<file path="config.mk">
export PLATFORM = sky130hd
export DESIGN_NAME = line_activity_pins
export DESIGN_NICKNAME = d
export VERILOG_FILES = /design/src/rtl/line_activity_pkg.sv /design/src/rtl/act_blinker.sv /design/src/rtl/drv_en_timer.sv /design/src/rtl/line_activity_pins.sv
export SDC_FILE = /design/constraint.sdc
export NUM_CORES = 1
export LEC_CHECK = 0
export BUFFER_PORTS_ARGS = -buffer_cell sky130_fd_sc_hd__buf_2
export CORE_MARGIN = 4
export CORE_UTILIZATION = 60
export CTS_BUF_LIST = sky130_fd_sc_hd__clkbuf_4 sky130_fd_sc_hd__clkbuf_8 sky130_fd_sc_hd__clkbuf_16
export CTS_CLUSTER_SIZE = 16
export DETAILED_ROUTE_END_ITERATION = 10
export PLACE_DENSITY = 0.78
export RECOVER_POWER = 50
export SETUP_SLACK_MARGIN = 0.05
export SKIP_LAST_GASP = 1
export SLEW_MARGIN = 20
export SYNTH_ARGS = -nofsm -noshare
export SYNTH_HDL_FRONTEND = slang
export SYNTH_SLANG_ARGS = --single-unit
</file>
<file path="constraint.sdc">
create_clock -name clk -period 2.7 [get_ports clk]
set_input_delay 0.54 -clock clk [delete_from_list [all_inputs] [get_ports clk]]
set_output_delay 0.54 -clock clk [all_outputs]
set_load 0.005 [all_outputs]
</file>
<file path="src/rtl/line_activity_pkg.sv">
package line_activity_pkg;
   typedef enum logic [1:0] {
      P1_STATIC   = 2'd0,
      P1_RX_BLINK = 2'd1,
      P1_DRV_EN   = 2'd2
   } pin1_fn_e;

   function automatic pin1_fn_e pick_pin1(input logic rs485_en, input logic toggle_en);
      if (rs485_en)       return P1_DRV_EN;
      else if (toggle_en) return P1_RX_BLINK;
      else                return P1_STATIC;
   endfunction
endpackage

</file>
<file path="src/rtl/act_blinker.sv">
module act_blinker #(
   parameter int unsigned HALF_CYCLES = 3_333_333
) (
   input  logic clk,
   input  logic rst_n,
   input  logic act_i,
   output logic blink_o
);
   localparam int unsigned CW = (HALF_CYCLES > 2) ? $clog2(HALF_CYCLES) : 1;
   localparam logic [CW-1:0] LAST = CW'(HALF_CYCLES - 1);

   logic          running_q;
   logic          level_q;
   logic          pend_q;
   logic [CW-1:0] cnt_q;

   always_ff @(posedge clk or negedge rst_n) begin
      if (!rst_n) begin
         running_q <= 1'b0;
         level_q   <= 1'b1;
         pend_q    <= 1'b0;
         cnt_q     <= '0;
      end else if (!running_q) begin
         if (act_i) begin
            running_q <= 1'b1;
            level_q   <= 1'b0;
            pend_q    <= 1'b0;
            cnt_q     <= '0;
         end
      end else begin
         if (act_i) pend_q <= 1'b1;
         if (cnt_q == LAST) begin
            cnt_q <= '0;
            if (!level_q) begin
               level_q <= 1'b1;
            end else if (pend_q || act_i) begin
               level_q <= 1'b0;
               pend_q  <= 1'b0;
            end else begin
               running_q <= 1'b0;
               pend_q    <= 1'b0;
            end
         end else begin
            cnt_q <= cnt_q + 1'b1;
         end
      end
   end

   assign blink_o = level_q;
endmodule

</file>
<file path="src/rtl/drv_en_timer.sv">
module drv_en_timer #(
   parameter int unsigned HOLD_BITS = 1
) (
   input  logic clk,
   input  logic rst_n,
   input  logic tx_busy_i,
   input  logic brk_i,
   input  logic stop_i,
   input  logic baud_tick_i,
   output logic de_o
);
   localparam int unsigned HW = $clog2(HOLD_BITS + 1);

   logic          hold_q;
   logic [HW-1:0] left_q;
   logic          de_q;

   always_ff @(posedge clk or negedge rst_n) begin
      if (!rst_n) begin
         hold_q <= 1'b0;
         left_q <= '0;
         de_q   <= 1'b0;
      end else begin
         de_q <= tx_busy_i | brk_i | stop_i | hold_q;
         if (stop_i) begin
            hold_q <= 1'b1;
            left_q <= HW'(HOLD_BITS);
         end else if (hold_q && baud_tick_i) begin
            left_q <= left_q - 1'b1;
            if (left_q == HW'(1)) hold_q <= 1'b0;
         end
      end
   end

   assign de_o = de_q;
endmodule

</file>
<file path="src/rtl/line_activity_pins.sv">
module line_activity_pins #(
   parameter int unsigned HALF_CYCLES = 3_333_333,
   parameter int unsigned HOLD_BITS   = 1
) (
   input  logic clk,
   input  logic rst_n,
   input  logic baud_tick,
   input  logic tx_busy,
   input  logic brk_active,
   input  logic stop_done,
   input  logic rx_busy,
   input  logic cfg_toggle_en,
   input  logic cfg_rs485_en,
   input  logic cfg_rs485_low,
   output logic pin0_out,
   output logic pin1_out
);
   import line_activity_pkg::*;

   localparam int unsigned NCH = 2;

   if (HALF_CYCLES < 2) begin : g_bad_half
      $error("HALF_CYCLES must be at least 2");
   end
   if (HOLD_BITS < 1) begin : g_bad_hold
      $error("HOLD_BITS must be at least 1");
   end

   logic [NCH-1:0] act_vec;
   logic [NCH-1:0] blink_vec;
   logic           de_lvl;
   pin1_fn_e       p1_fn;

   assign act_vec[0] = tx_busy | brk_active;
   assign act_vec[1] = rx_busy;

   for (genvar ch = 0; ch < NCH; ch++) begin : g_chan
      act_blinker #(.HALF_CYCLES(HALF_CYCLES)) u_blink (
         .clk    (clk),
         .rst_n  (rst_n),
         .act_i  (act_vec[ch]),
         .blink_o(blink_vec[ch])
      );
   end

   drv_en_timer #(.HOLD_BITS(HOLD_BITS)) u_de (
      .clk        (clk),
      .rst_n      (rst_n),
      .tx_busy_i  (tx_busy),
      .brk_i      (brk_active),
      .stop_i     (stop_done),
      .baud_tick_i(baud_tick),
      .de_o       (de_lvl)
   );

   assign p1_fn = pick_pin1(cfg_rs485_en, cfg_toggle_en);

   always_comb begin
      pin0_out = cfg_toggle_en ? blink_vec[0] : 1'b1;
      unique case (p1_fn)
         P1_DRV_EN:   pin1_out = de_lvl ^ cfg_rs485_low;
         P1_RX_BLINK: pin1_out = blink_vec[1];
         default:     pin1_out = 1'b1;
      endcase
   end
endmodule

</file>
==> summary.txt <==
final WL -> 6083 um
dominant synthesized flop cell -> dfrtp_1
Multi-input gate area -> 0.001543 mm^2
CTS Hold Buffers Added -> 0
iteration-0 DRC count of the detailed router -> 257
TritonRoute pass-1 iters -> 4
Slew @ Worst Pin -> 1296 ps
CTS Buffer Depth -> 2
Top Ports -> 12
die footprint -> 0.006214 mm^2
syn_area_per_cell -> 8.880 um^2
min-delay src -> stop_done
crit start category -> flip-flop
HPWL after detailed placement -> 4237 um
compound-cell area share of the yosys netlist -> 15.25%
CP endpoint kind -> flip-flop
status -> completed
dpl cell area -> 0.003176 mm^2
Slew Viols, Final -> 0
Distinct cells, synth -> 51
RSZ-0062 raised after global routing -> false
Power Total -> 2.140 mW
share of the yosys chip area belonging to registers -> 44.14%
filler cell count -> 400
Routed Antenna Nets -> 0
final instance count without filler cells -> 422
ratio of cells with drive above 1 in the final layout -> 11.27%
largest net degree at the start of global routing -> 54
total CTS buffers -> 5
ANT cells -> 0
Worst path slowest cell -> or4b_1
Max Freq -> 0.4102 GHz
Hold Violations, Final -> 0
wire per inst -> 14.41 um
# DRC -> 0
crit-path cells -> or4b_1 > or4_4 > o21a_1 > a21o_1 > mux2_4
Yosys reg bits -> 53
clk_skew -> 7.380 ps
NumNets Final -> 368
flop2flop setup slack -> 260 ps
main combinational cell family by area after synthesis -> simple AND/OR/NAND/NOR gates
PostCTS Resize Cnt -> 0
Sequential Area -> 0.001329 mm^2
post-synthesis mux area share -> 6.525%
leakage power -> 1.397 nW
worst min path class -> in -> reg
number of global-route vias before repair -> 2312
time the worst path needs with I/O delays and setup -> 2438 ps
Root Buffer -> clkbuf_8
total instance count after detailed placement -> 414
max_cap viols -> 0
hold endpoint -> u_de.hold_q
H-tree Lvls -> 2
CP Buf/Inv Count -> 0
worst r2r src -> g_chan[0].u_blink.cnt_q[16]
R2R Path End -> g_chan[0].u_blink.cnt_q[12]
Syn Nets -> 353
ys async rst share -> 100.0%
Reg clk slew, reported paths -> 90 ps
hold path depth -> 2
Initial Utilization -> 62.90%
die height -> 78.83 um
routed via count -> 2597
Worst Path Arrival -> 2620 ps
VDD IR max -> 402.4 uV
reg2reg path depth -> 5
Final period util -> 90.30%
setup TNS -> 0 ps
RD Place Congestion -> 0.8406
first-pass GRT wire length -> 10540 um
area delta synth->final -> 9.061%
Mapped Cells -> 339
Setup Viol. Count Final -> 0
GRT overflow -> 0
Final Cell Area -> 0.003283 mm^2
die width -> 78.83 um
Clock Sinks -> 53
CTS tree -> done
XOR/XNOR Fraction of Synth Area -> 0.8728%
Layout Utilization -> 68.60%
crit path kind -> reg -> reg
Rows -> 25
Post-synth EDFFs -> 0
slowest stage delay, CP -> 560 ps
pwr dens -> 651.8 mW/mm^2
Critical Path Fanout Max -> 11
all-layer global routing usage -> 20.81%
Netlist Area Pre-Place -> 0.003010 mm^2
Vias/cell -> 6.154
Worst-Skew Late Latency -> 300 ps
simple-gate share of the synthesized area -> 26.64%
core area -> 0.004786 mm^2
antenna violations before repair -> 0
port bufs -> 11
setup bufs post-CTS -> 0
Synth Warn # -> 0
max_slew headroom -> 13.58%
CP top delay family -> simple AND/OR/NAND/NOR gates
Critical Path RT -> 2890 ps
adder-cell share of the synthesized area -> 1.663%
area by class of cell:
| class | instances | area share (%) |
|---|---|---|
| multi-input combinational | 250 | 46.99 |
| sequential | 53 | 40.47 |
| timing repair buffer | 22 | 4.078 |
| tap | 67 | 2.553 |
| inverter | 22 | 2.515 |
| clock buffer | 6 | 2.325 |
| clock inverter | 2 | 1.067 |
registers in the layout, summed over array words and instances, names as in the netlist:
register / cells
g_chan.u_blink.pend_q: 2
g_chan.u_blink.running_q: 2
u_de.de_o: 1
u_de.left_q: 1
g_chan.u_blink.blink_o: 2
u_de.hold_q: 1
g_chan.u_blink.cnt_q: 44
worst max-delay path by stage:
| stage | start | end | slack (ps) | cells after the start |
|---|---|---|---|---|
| after floorplan | g_chan[0].u_blink.cnt_q[16] | g_chan[0].u_blink.cnt_q[12] | 450 | 6 |
| after global routing | g_chan[0].u_blink.cnt_q[16] | g_chan[0].u_blink.cnt_q[21] | 160 | 6 |
| after CTS | g_chan[0].u_blink.cnt_q[16] | g_chan[0].u_blink.cnt_q[17] | 280 | 6 |
| after detailed placement | g_chan[0].u_blink.cnt_q[16] | g_chan[0].u_blink.cnt_q[15] | 290 | 6 |
| final | g_chan[0].u_blink.cnt_q[16] | g_chan[0].u_blink.cnt_q[12] | 260 | 5 |
| after global placement | g_chan[0].u_blink.cnt_q[16] | g_chan[0].u_blink.cnt_q[12] | 370 | 5 |
cells in the mapped netlist, types with 7 or more instances:
cell type / instances / area, um^2
a21oi_1: 32 / 160.2
nand4_1: 17 / 106.4
clkbuf_1: 11 / 41.29
o21ai_1: 8 / 40.04
dfrtp_1: 51 / 1276
inv_1: 22 / 82.58
nand3_1: 28 / 140.1
nor2_1: 16 / 60.06
a21o_1: 7 / 52.55
mux2i_1: 17 / 170.2
nand2_1: 37 / 138.9
cells by family after synthesis:
group                      after synthesis
and+or+nand+nor                        148
AOI/OAI and AO/OA                       76
DFF                                     53
buffers and inverters                   36
muxes                                   19
adders and majority gates                4
xor gates and xnor gates                 3
through the flow:
stage	setup slack (ps)	hold slack, ps
6_report	261.9	449.1
5_1_grt	163.7	447.1
3_5_place_dp	288.0	474.6
2_1_floorplan	446.4	244.4
4_1_cts	278.2	379.1
3_3_place_gp	367.0	472.2
cell usage in the layout (no fill, tap or decap), types with 5 or more instances in the layout:
master    count
clkbuf_8      5
a21o_1        7
buf_2        10
inv_1        22
nand3_1      28
buf_4        10
nand2_1      37
nor2_1       16
nand4_1      17
dfrtp_1      51
o21ai_1       8
a22o_1        5
or3_1         6
a21oi_1      32
mux2i_1      17
nand3b_1      5
and3_1        5
o21ai_0       6
worst register-to-register path: stages (launching register included):
cell     delay [ps]
dfrtp_1         470
or4b_1          560
or4_4           520
o21a_1          320
a21o_1          210
mux2_4          240
per-layer routing:
metal	part of all wire [%]	track usage, %
met1	48	31.77
met5	0	0
met2	45	31.41
met4	0.76	5.155
met3	6.3	2.834
power breakdown:
part,internal [mW],switching (mW),total [mW]
Combinational,0.206,0.192,0.398
Clock,0.285,0.248,0.533
Sequential,0.965,0.243,1.21
Total,1.46,0.683,2.14
No activity file was read; power rests on OpenSTA's default activity.
